File: src/rtl/sector_lock_pkg.sv
package sector_lock_pkg;

  typedef enum logic [1:0] {
    LK_NOP    = 2'd0,
    LK_UNLOCK = 2'd1,
    LK_SOFT   = 2'd2,
    LK_HARD   = 2'd3
  } lock_op_e;

  typedef enum logic [1:0] {
    Q_SECTOR = 2'd0,
    Q_PLANE  = 2'd1,
    Q_CHIP   = 2'd2,
    Q_NONE   = 2'd3
  } query_e;

endpackage

File: src/rtl/lock_bank.sv
module lock_bank
  import sector_lock_pkg::*;
#(
  parameter int NUM_SECTORS = 16,
  parameter int SECT_W      = $clog2(NUM_SECTORS)
) (
  input  logic                   clk_i,
  input  logic                   rst_ni,
  input  logic                   cmd_valid_i,
  input  lock_op_e               cmd_op_i,
  input  logic [SECT_W-1:0]      cmd_sector_i,
  input  logic                   wp_i,
  output logic [NUM_SECTORS-1:0] soft_o,
  output logic [NUM_SECTORS-1:0] hard_o
);

  for (genvar s = 0; s < NUM_SECTORS; s++) begin : g_sec
    logic sel;
    logic soft_q, hard_q;

    assign sel = cmd_valid_i && (cmd_sector_i == SECT_W'(s));

    always_ff @(posedge clk_i or negedge rst_ni) begin
      if (!rst_ni) begin
        soft_q <= 1'b1;
        hard_q <= 1'b0;
      end else if (sel) begin
        unique case (cmd_op_i)
          // hard lock blocks unlock unless the pin overrides it
          LK_UNLOCK: if (!hard_q || wp_i) soft_q <= 1'b0;
          LK_SOFT:   soft_q <= 1'b1;
          LK_HARD:   hard_q <= 1'b1;
          default:   ;
        endcase
      end
    end

    assign soft_o[s] = soft_q;
    assign hard_o[s] = hard_q;
  end

endmodule

File: src/rtl/lock_eval.sv
module lock_eval #(
  parameter int NUM_SECTORS = 16
) (
  input  logic [NUM_SECTORS-1:0] soft_i,
  input  logic [NUM_SECTORS-1:0] hard_i,
  input  logic                   wp_i,
  output logic [NUM_SECTORS-1:0] prot_o
);

  assign prot_o = soft_i | (hard_i & {NUM_SECTORS{~wp_i}});

endmodule

File: src/rtl/lock_query.sv
module lock_query
  import sector_lock_pkg::*;
#(
  parameter int NUM_SECTORS = 16,
  parameter int NUM_PLANES  = 4,
  parameter int SECT_W      = $clog2(NUM_SECTORS)
) (
  input  logic [NUM_SECTORS-1:0] prot_i,
  input  logic [NUM_SECTORS-1:0] soft_i,
  input  logic [NUM_SECTORS-1:0] hard_i,
  input  logic                   vpp_ok_i,
  input  query_e                 kind_i,
  input  logic [SECT_W-1:0]      query_sector_i,
  input  logic [SECT_W-1:0]      id_sector_i,
  output logic                   allow_o,
  output logic [NUM_SECTORS-1:0] mask_o,
  output logic [1:0]             status_o
);

  localparam int SPP = NUM_SECTORS / NUM_PLANES;

  logic [SECT_W-1:0]      q_plane;
  logic [NUM_SECTORS-1:0] in_plane;
  logic [NUM_SECTORS-1:0] one_hot;
  logic                   plane_busy;

  assign q_plane = query_sector_i / SECT_W'(SPP);

  for (genvar s = 0; s < NUM_SECTORS; s++) begin : g_map
    assign in_plane[s] = (SECT_W'(s / SPP) == q_plane);
    assign one_hot[s]  = (SECT_W'(s) == query_sector_i);
  end

  assign plane_busy = |(prot_i & in_plane);

  always_comb begin
    allow_o = 1'b0;
    mask_o  = '0;
    if (vpp_ok_i) begin
      unique case (kind_i)
        Q_SECTOR: begin
          allow_o = ~prot_i[query_sector_i];
          mask_o  = allow_o ? one_hot : '0;
        end
        Q_PLANE: begin
          allow_o = ~plane_busy;
          mask_o  = allow_o ? in_plane : '0;
        end
        Q_CHIP: begin
          allow_o = 1'b1;
          mask_o  = ~prot_i;
        end
        default: ;
      endcase
    end
  end

  assign status_o = {hard_i[id_sector_i], soft_i[id_sector_i]};

endmodule

File: src/rtl/sector_lock_ctrl.sv
module sector_lock_ctrl
  import sector_lock_pkg::*;
#(
  parameter int NUM_SECTORS = 16,
  parameter int NUM_PLANES  = 4,
  localparam int SECT_W     = $clog2(NUM_SECTORS)
) (
  input  logic                   clk_i,
  input  logic                   rst_ni,
  input  logic                   cmd_valid_i,
  input  logic [1:0]             cmd_op_i,
  input  logic [SECT_W-1:0]      cmd_sector_i,
  input  logic                   wp_i,
  input  logic                   vpp_ok_i,
  input  logic [1:0]             query_kind_i,
  input  logic [SECT_W-1:0]      query_sector_i,
  input  logic [SECT_W-1:0]      id_sector_i,
  output logic                   allow_o,
  output logic [NUM_SECTORS-1:0] erase_mask_o,
  output logic [1:0]             id_status_o
);

  logic [NUM_SECTORS-1:0] soft_q;
  logic [NUM_SECTORS-1:0] hard_q;
  logic [NUM_SECTORS-1:0] prot;

  lock_bank #(
    .NUM_SECTORS(NUM_SECTORS),
    .SECT_W     (SECT_W)
  ) u_bank (
    .clk_i       (clk_i),
    .rst_ni      (rst_ni),
    .cmd_valid_i (cmd_valid_i),
    .cmd_op_i    (lock_op_e'(cmd_op_i)),
    .cmd_sector_i(cmd_sector_i),
    .wp_i        (wp_i),
    .soft_o      (soft_q),
    .hard_o      (hard_q)
  );

  lock_eval #(
    .NUM_SECTORS(NUM_SECTORS)
  ) u_eval (
    .soft_i(soft_q),
    .hard_i(hard_q),
    .wp_i  (wp_i),
    .prot_o(prot)
  );

  lock_query #(
    .NUM_SECTORS(NUM_SECTORS),
    .NUM_PLANES (NUM_PLANES),
    .SECT_W     (SECT_W)
  ) u_query (
    .prot_i        (prot),
    .soft_i        (soft_q),
    .hard_i        (hard_q),
    .vpp_ok_i      (vpp_ok_i),
    .kind_i        (query_e'(query_kind_i)),
    .query_sector_i(query_sector_i),
    .id_sector_i   (id_sector_i),
    .allow_o       (allow_o),
    .mask_o        (erase_mask_o),
    .status_o      (id_status_o)
  );

endmodule

File: config.mk
export PLATFORM = sky130hd
export DESIGN_NAME = sector_lock_ctrl
export DESIGN_NICKNAME = d
export VERILOG_FILES = /design/src/rtl/sector_lock_pkg.sv /design/src/rtl/lock_bank.sv /design/src/rtl/lock_eval.sv /design/src/rtl/lock_query.sv /design/src/rtl/sector_lock_ctrl.sv
export SDC_FILE = /design/constraint.sdc
export NUM_CORES = 1
export LEC_CHECK = 0
export ABC_AREA = 1
export CAP_MARGIN = 0
export CORE_MARGIN = 5
export CORE_UTILIZATION = 62
export DETAILED_ROUTE_END_ITERATION = 10
export DONT_BUFFER_PORTS = 1
export GPL_ROUTABILITY_DRIVEN = 0
export PLACE_DENSITY_LB_ADDON = 0.08
export SETUP_SLACK_MARGIN = 0.02
export SYNTH_ARGS = -nofsm -noshare
export SYNTH_HDL_FRONTEND = slang
export SYNTH_HIERARCHICAL = 1
export SYNTH_SLANG_ARGS = --single-unit
export TNS_END_PERCENT = 20
File: constraint.sdc
create_clock -name clk_i -period 3.5 [get_ports clk_i]
set_input_delay 0.35 -clock clk_i [delete_from_list [all_inputs] [get_ports clk_i]]
set_output_delay 0.35 -clock clk_i [all_outputs]
set_load 0.05 [all_outputs]
==> results.tsv, run 1 <==
metric	value	unit
crit-path max FO	17	
total CTS buffers	5	
Clock Path Buffers	2	
Compound-Gate Fraction of Synth Area	0.0989	
Unique masters post-synth	26	
xor/xnor share of the synthesized area	0	
final period utilization	0.756	
Clock Pin Slew Worst Setup and Hold Paths	70	ps
r2r endpoint	u_bank/g_sec[5].soft_q	
share of the synthesized area in the top cell type	0.223	
r2r setup slk	2630	ps
core area	0.00511	mm²
CTS tree	done	
Post-Synth Adder-Cell Area	0	
layout cell share with drive strength beyond 1	0.134	
slowest stage delay, CP	560	ps
CP endpoint kind	output pin	
Tmin final	2650	ps
1st-iter DRT viols	190	
CTS root buffer	clkbuf_8	
relative slew slack	0.572	
MaxCap Viol Count	0	
critical path buffer and inverter count	1	
post-synthesis sequential area ratio	0.252	
top area cells in the synthesized netlist	nand2_1, dfstp_2, dfrtp_1, nor2_1, inv_1	
#FFs+latches synth	32	
clock latency at the later pin of the worst-skew pair	280	ps
vias in the first global route	2705	
Rows	26	
Routed Wire Length	7240	µm
Die ar.	0.00679	mm²
Post-CTS Setup Repair Bufs	0	
mapped cell area	0.00325	mm²
WP data required	3150	ps
largest net degree at the start of global routing	33	
Routed Antenna Nets	0	
Resize count post-CTS	0	
Die H	82.4	µm
Mapped Nets	573	
Achievable Freq	378	MHz
CP max-delay cell	a21oi_2	
HP Class	input port to flop	
startpoint type of the worst setup path	flop	
Final Non-Filler Cells	591	
WHS Endpoint	u_bank/g_sec[4].soft_q	
synthesis-to-layout area growth	-3.31	%
Antenna Cells	0	
TritonCTS sink count	32	
cell type with the largest total area after synthesis	nand2_1	
drt pass-1 iters	5	
Final Max Slew Viols	0	
Initial Utilization	0.637	
Port Buf Inserts	0	
nets	541	
Hold-fix buffers, CTS	2	
Cell Chain, Critical Path	nand2_1 -> nand2_1 -> inv_1 -> nor2_1 -> nor2_2 -> nand2_2 -> a21boi_4 -> nand3_2 -> a21oi_2	
setup total negative slack	0	ps
hpwl dp	5630	µm
initial antenna violation count	0	
cell mode on critical path	nand2_1	
FF-to-FF path depth	6	
via count	2948	
drt wl/cell	12.2	µm
final global-route overflow total	0	
DRC	0	
skew final	6.42	ps
critical path type	flop to output pin	
H-tree depth	2	
mux contribution to synthesized area	0	
Finish-stage setup viols	0	
CP top delay family	compound AO/OA/AOI/OAI gates	
RR Startpoint	u_bank/g_sec[5].hard_q	
Syn Area/Cell	5.89	µm²
hold path startpoint	cmd_op_i[0]	
io pins	40	
largest family of logic cells by synthesized area	simple AND/OR/NAND/NOR gates	
Synth Area in Simple Gates	0.450	
Global Route Usage Sum	0.232	
status	completed	
final-report hold violation count	0	
hold path depth	3	
Syn. warnings	6	
first-pass GRT wire length	12300	µm
Max IR drop VDD	0.000279	V
Slew @ Worst Pin	643	ps
unrepaired setup endpoints after global routing	no	
PD cells	324	mW/mm²
Mapped Cells	552	
P_leak	1.57	nW
WP data arrival	2300	ps
Die Wd	82.4	µm
placed cells	581	
vias per cell	4.99	
[worst max-delay path by stage]
stage | startpoint | endpoint | slack, ps | cells past startpoint
2_1_floorplan | wp_i | erase_mask_o[10] | 1040 | 13
3_3_place_gp | wp_i | erase_mask_o[5] | 1120 | 10
3_5_place_dp | wp_i | erase_mask_o[6] | 1060 | 10
4_1_cts | u_bank/g_sec[3].hard_q | erase_mask_o[6] | 840 | 9
5_1_grt | u_bank/g_sec[3].hard_q | erase_mask_o[0] | 660 | 9
6_report | u_bank/g_sec[3].hard_q | erase_mask_o[14] | 850 | 9
[layout make-up]
class | instances | area (µm²)
clock buffers | 7 | 76.3
clock inverters | 1 | 5.00
fillers | 503 | 1960
inverters | 75 | 287
multi-input cells | 397 | 1790
flip-flops and latches | 32 | 821
well taps | 70 | 87.6
repair buffers | 9 | 82.6
[power breakdown]
| part | switching [mW] | internal (mW) | leakage [nW] |
|---|---|---|---|
| Sequential | 0.0346 | 0.435 | 0.307 |
| Clock | 0.126 | 0.139 | 0.0422 |
| Combinational | 0.198 | 0.0869 | 1.22 |
[synth_stat cells]
master / instances
nand2_1: 193
nor2_1: 105
inv_1: 70
buf_4: 34
o21ai_0: 21
nand3_1: 18
dfrtp_1: 16
dfstp_2: 16
a21oi_1: 10
a21oi_2: 10
nand3_2: 10
o211ai_1: 8
buf_6: 6
or2_0: 6
clkbuf_1: 5
or2_2: 5
nand2_2: 4
inv_2: 3
nor2_2: 3
buf_2: 2
nor2_4: 2
a21boi_4: 1
clkbuf_4: 1
clkinv_1: 1
inv_6: 1
nand2_8: 1
[stage by stage]
step,area (µm²),worst slack (ps),util,hold WS [ps],total power [mW]
2_1_floorplan,3250,1040,-,54.4,0.759
3_3_place_gp,3030,1120,0.594,55.5,0.744
3_5_place_dp,3030,1060,0.594,55.4,0.749
4_1_cts,3140,844,0.616,251,1.03
5_1_grt,3140,664,0.616,265,1.10
6_report,3140,853,0.616,261,1.02
[worst min-delay path, cell delays in order]
cell	delay (ps)
nor2_4	70
nand2_1	80
nand2_1	40
[sequential cells by signal, indices dropped and copies added, names as in the netlist]
register,flops
u_bank/g_sec.soft_q,16
u_bank/g_sec.hard_q,16
[cells in the final DEF, fill, tap and decap left out, drive strengths merged]
cell and count:
dlygate4sd3 1, clkbuf 7, o211ai 8, dfrtp 16, nand3 28, dfstp 16
a21oi 20, nor2 110, clkinv 2, or2 11, nand2 198, buf 8
a21boi 1, inv 74, o21ai 21
[logic make-up (layout without fill, tap and decap cells)]
| logic type | count (synthesis) | in the layout |
|---|---|---|
| AOI/OAI and AO/OA | 50 | 50 |
| buffers and inverters | 123 | 92 |
| DFF | 32 | 32 |
| and+or+nand+nor | 347 | 347 |
[layer usage]
| metal | vias up | GRT usage | part of all wire |
|---|---|---|---|
| li1 | 1564 | - | - |
| met1 | 1294 | 0.281 | 0.44 |
| met2 | 80 | 0.418 | 0.47 |
| met3 | 10 | 0.0423 | 0.077 |
| met4 | 0 | 0.0598 | 0.013 |
| met5 | - | 0 | 0 |
Note: power is estimated with default switching activity, not from simulation.
==> run 2: changes to the inputs <==
==> constraint.sdc (replaced) <==
create_clock -name clk_i -period 2.72 [get_ports clk_i]
set_input_delay 0.272 -clock clk_i [delete_from_list [all_inputs] [get_ports clk_i]]
set_output_delay 0.272 -clock clk_i [all_outputs]
set_load 0.05 [all_outputs]
==> results.tsv, run 2 (synthesis results as in run 1) <==
metric	value	unit	change
vias per cell	5.03		+0.90%
via count	3025		+2.6%
TritonCTS sink count	32		unchanged
Antenna Cells	0		unchanged
io pins	40		unchanged
CP Launch Point	u_bank/g_sec[3].hard_q		
final global-route overflow total	0		unchanged
P_leak	1.63	nW	+4.3%
Clock Pin Slew Worst Setup and Hold Paths	60	ps	about the same
Slew @ Worst Pin	573	ps	-69.7 ps
Tmin final	2450	ps	
design area	0.00325	mm²	+3.2%
layout cell share with drive strength beyond 1	0.153		+0.0182
vias in the first global route	2771		+2.4%
H-tree depth	2		unchanged
CTS root buffer	clkbuf_8		
clock latency at the later pin of the worst-skew pair	280	ps	about the same
total CTS buffers	5		unchanged
Area after DPL	0.00311	mm²	+2.5%
largest net degree at the start of global routing	33		unchanged
DRC	0		unchanged
drt pass-1 iters	5		unchanged
placed cells	591		+1.7%
crit-path max FO	17		unchanged
Port Buf Inserts	0		unchanged
skew final	1.41	ps	-5.00 ps
setup total negative slack	0	ps	unchanged
first-pass GRT wire length	12400	µm	+0.50%
Final Max Slew Viols	0		unchanged
most frequent cells in the layout	nand2_1, nor2_1, inv_1		
unrepaired setup endpoints after global routing	no		
biggest regs	u_bank/g_sec.hard_q x16, u_bank/g_sec.soft_q x16		
1st-iter DRT viols	165		-13%
Die ar.	0.00679	mm²	unchanged
fillers	496		-1.4%
Final Non-Filler Cells	601		+1.7%
drt wl/cell	12.2	µm	-0.74%
CTS tree	done		
Routed Wire Length	7300	µm	+0.94%
startpoint type of the worst setup path	flop		
Clock Path Buffers	2		unchanged
most common cell after layout, fill and taps aside	nand2_1		
Rows	26		unchanged
hpwl dp	5730	µm	+1.9%
critical path type	flop to output pin		
initial antenna violation count	0		unchanged
relative slew slack	0.617		+0.0452
HP Class	input port to flop		
RR Startpoint	u_bank/g_sec[6].hard_q		
WP data required	2450	ps	-700 ps
CP endpoint kind	output pin		
final-report hold violation count	0		unchanged
Finish-stage setup viols	0		unchanged
nets	551		+1.8%
Die Wd	82.4	µm	unchanged
status	completed		
final period utilization	0.900		
MaxCap Viol Count	0		unchanged
Initial Utilization	0.637		unchanged
Global Route Usage Sum	0.234		+0.00264
utilization after layout	0.635		+0.0198
PD cells	436	mW/mm²	+35%
Resize count post-CTS	0		unchanged
core area	0.00511	mm²	unchanged
final hold slack	183	ps	-78.7 ps
synthesis-to-layout area growth	-0.192	%	
hold path startpoint	cmd_op_i[0]		
WP data arrival	2180	ps	-120 ps
Achievable Freq	408	MHz	
Routed Antenna Nets	0		unchanged
Max IR drop VDD	0.000529	V	+89%
Die H	82.4	µm	unchanged
[run 2: timing repair]
item / CTS / global route
hold buffers: 2 / 0
buffers inserted: 0 / 0
endpoints found under the hold margin: 32 / 0
[run 2: metal layers]
metal  track usage  part of all wire
met3        0.0445             0.075
met4        0.0748             0.021
met1         0.285              0.43
met2         0.413              0.48
met5             0                 0
[run 2: worst paths after layout]
| path | to | slack, ps | cells after the start |
|---|---|---|---|
| worst max register to register | u_bank/g_sec[6].soft_q | 1850 | 6 |
| worst max-delay path | erase_mask_o[7] | 270 | 10 |
| max in group asynchronous | u_bank/g_sec[12].soft_q | 2030 | 2 |
| worst min register to register | u_bank/g_sec[7].soft_q | 470 | 2 |
| worst min-delay path | u_bank/g_sec[7].soft_q | 180 | 3 |
| min in group asynchronous | u_bank/g_sec[5].hard_q | 440 | 2 |
[run 2: power by group]
part           total [mW]  internal [mW]  switching, mW
Combinational       0.376          0.119          0.257
Sequential          0.604          0.559         0.0451
Clock               0.436          0.271          0.165
[run 2: area by class of cell]
| class | count | area (µm²) | area share |
|---|---|---|---|
| Multi-Input combinational cell | 397 | 1790 | 0.550 |
| Clock inverter | 2 | 35.0 | 0.0108 |
| Sequential cell | 32 | 821 | 0.253 |
| Inverter | 75 | 287 | 0.0883 |
| Timing Repair Buffer | 19 | 158 | 0.0486 |
| Tap cell | 70 | 87.6 | 0.0270 |
| Clock buffer | 6 | 72.6 | 0.0224 |
[run 2: metrics by stage]
step           total power, mW  worst slack, ps
4_1_cts                   1.43              269
2_1_floorplan            0.976              368
5_1_grt                   1.52             58.3
3_5_place_dp             0.973              575
3_3_place_gp             0.966              665
6_report                  1.42              271
[run 2: critical path, stage by stage, from the launching register on]
cell	delay (ps)
dfrtp_1	410
nand2_1	80
nand2_1	60
inv_1	70
nor2_1	50
nor2_2	110
nand2_2	70
a21boi_4	480
nand3_2	150
a21oi_2	170
buf_4	230
==> run 3: changes to the inputs <==
--- a/config.mk
+++ b/config.mk
@@ -8,11 +8,11 @@
 export ABC_AREA = 1
 export CAP_MARGIN = 0
 export CORE_MARGIN = 5
-export CORE_UTILIZATION = 62
+export CORE_UTILIZATION = 59
 export DETAILED_ROUTE_END_ITERATION = 10
 export DONT_BUFFER_PORTS = 1
 export GPL_ROUTABILITY_DRIVEN = 0
-export PLACE_DENSITY_LB_ADDON = 0.08
+export PLACE_DENSITY = 0.83
 export SETUP_SLACK_MARGIN = 0.02
 export SYNTH_ARGS = -nofsm -noshare
 export SYNTH_HDL_FRONTEND = slang
==> constraint.sdc (replaced) <==
create_clock -name clk_i -period 2 [get_ports clk_i]
set_input_delay 0.2 -clock clk_i [delete_from_list [all_inputs] [get_ports clk_i]]
set_output_delay 0.2 -clock clk_i [all_outputs]
set_load 0.05 [all_outputs]
==> results.tsv, run 3 (synthesis results as in run 1) <==
metric	value	unit	change
status	finished with violations		
violated checks	negative setup slack		
Max IR drop VDD	0.000569	V	+7.5%
RR Startpoint	u_bank/g_sec[6].hard_q		
via count	3259		+7.7%
skew final	9.04	ps	+7.62 ps
startpoint type of the worst setup path	flop		
CP top delay family	simple AND/OR/NAND/NOR gates		
FF-to-FF path depth	8		+2
r2r setup slk	890	ps	-960 ps
final global-route overflow total	0		unchanged
WP data required	1800	ps	-650 ps
Initial Utilization	0.598		-0.0388
r2r endpoint	u_bank/g_sec[6].soft_q		
layout cell share with drive strength beyond 1	0.211		+0.0585
Cell Chain, Critical Path	nand2_1 -> nand2_2 -> nor2_1 -> nand2_1 -> nand2_1 -> nand2_1 -> nor2_1 -> buf_4 -> nand3_2 -> nand2_1 -> inv_1 -> a21oi_2 -> buf_6		
1st-iter DRT viols	245		+48%
crit-path max FO	5		-12
CP max-delay cell	dfrtp_1		
relative slew slack	0.655		+0.0376
cell mode on critical path	nand2_1		
vias per cell	5.28		+4.9%
Global Route Usage Sum	0.232		-0.00183
Worst Slack Setup Final	-193	ps	-464 ps
core area	0.00544	mm²	+6.5%
pre-CTS setup slack	89.0	ps	-486 ps
footprint of the multi-input gates	0.00189	mm²	+5.7%
H-tree depth	2		unchanged
total CTS buffers	5		unchanged
initial antenna violation count	0		unchanged
Rows	27		+3.8%
Routed Wire Length	8240	µm	+13%
critical path buffer and inverter count	3		+1
Slew @ Worst Pin	518	ps	-55.6 ps
Tmin final	2190	ps	
synthesis-to-layout area growth	11.8	%	
Final Max Slew Viols	0		unchanged
Die H	84.2	µm	+2.2%
WP data arrival	1990	ps	-190 ps
unrepaired setup endpoints after global routing	yes		
biggest regs	u_bank/g_sec.hard_q x16, u_bank/g_sec.soft_q x16		
CP Launch Point	u_bank/g_sec[6].hard_q		
Die Wd	84.2	µm	+2.2%
WHS Endpoint	u_bank/g_sec[15].soft_q		
PD cells	536	mW/mm²	+23%
hold path startpoint	cmd_op_i[0]		
Finish-stage setup viols	17		+17
final period utilization	1.10		
hpwl dp	6160	µm	+7.3%
fillers	454		-8.5%
most frequent cells in the layout	nand2_1, nor2_1, inv_1		
Clock Pin Slew Worst Setup and Hold Paths	70	ps	about the same
largest net degree at the start of global routing	33		unchanged
HP Class	input port to flop		
clock latency at the later pin of the worst-skew pair	290	ps	about the same
hold path depth	3		unchanged
drt wl/cell	13.4	µm	+9.9%
io pins	40		unchanged
Die ar.	0.00710	mm²	+4.5%
DRC	0		unchanged
TritonCTS sink count	32		unchanged
CTS tree	done		
drt pass-1 iters	5		unchanged
critical path type	flop to output pin		
Antenna Cells	0		unchanged
CP endpoint kind	output pin		
Clock Path Buffers	2		unchanged
Achievable Freq	456	MHz	
slowest stage delay, CP	400	ps	-80 ps
total power	1.95	mW	+38%
first-pass GRT wire length	13600	µm	+9.9%
most common cell after layout, fill and taps aside	nand2_1		
vias in the first global route	2985		+7.7%
MaxCap Viol Count	0		unchanged
Routed Antenna Nets	0		unchanged
Port Buf Inserts	0		unchanged
final-report hold violation count	0		unchanged
Seq. cell area	821	µm²	unchanged
nets	565		+2.5%
CTS root buffer	clkbuf_8		
P_leak	1.74	nW	+6.6%
setup total negative slack	-2350	ps	-2350 ps
[run 3: worst max path at each step]
stage                     cells after the start                to  slack [ps]
after CTS                                    13  erase_mask_o[13]        -150
after global routing                         13   erase_mask_o[9]        -300
final                                        13   erase_mask_o[9]        -190
after detailed placement                     13   erase_mask_o[9]          90
after global placement                       13   erase_mask_o[6]         170
after floorplan                              12  erase_mask_o[12]        -270
[run 3: worst min-delay path, cell delays in order]
cell and delay, ps:
nor2_4 70, nand2_1 80, nand2_1 50
[run 3: report_power, final]
part | switching [mW] | leakage (nW) | internal (mW)
clock network | 0.234 | 0.0455 | 0.280
logic | 0.398 | 1.39 | 0.217
registers | 0.0596 | 0.307 | 0.760
total | 0.691 | 1.74 | 1.26
[run 3: per-layer routing]
metal / GRT usage / up-vias / wire length [µm]
li1: - / 1613 / -
met5: 0 / - / 0
met1: 0.267 / 1442 / 3230
met3: 0.0618 / 33 / 747
met4: 0.101 / 0 / 306
met2: 0.404 / 171 / 3960
[run 3: layout make-up]
type / count / share of cell area
well taps: 72 / 0.0248
inverters: 75 / 0.0788
repair buffers: 33 / 0.127
flip-flops and latches: 32 / 0.226
multi-input cells: 397 / 0.519
clock buffers: 8 / 0.0248
[run 3: per-stage QoR]
step	utilization	area (µm²)	hold slack, ps	instances
2_1_floorplan	-	3260	-95.6	552
3_3_place_gp	0.621	3380	-94.5	602
3_5_place_dp	0.621	3380	-94.4	602
4_1_cts	0.657	3570	111	613
5_1_grt	0.669	3640	119	617
6_report	0.669	3640	118	617
[run 3: timing repair]
action,4_1_cts,5_1_grt
hold buffers,2,0
setup buffers,1,4
resized for setup,16,9
hold endpoints to repair,32,0
setup endpoints to repair,17,18
pin swaps,8,1
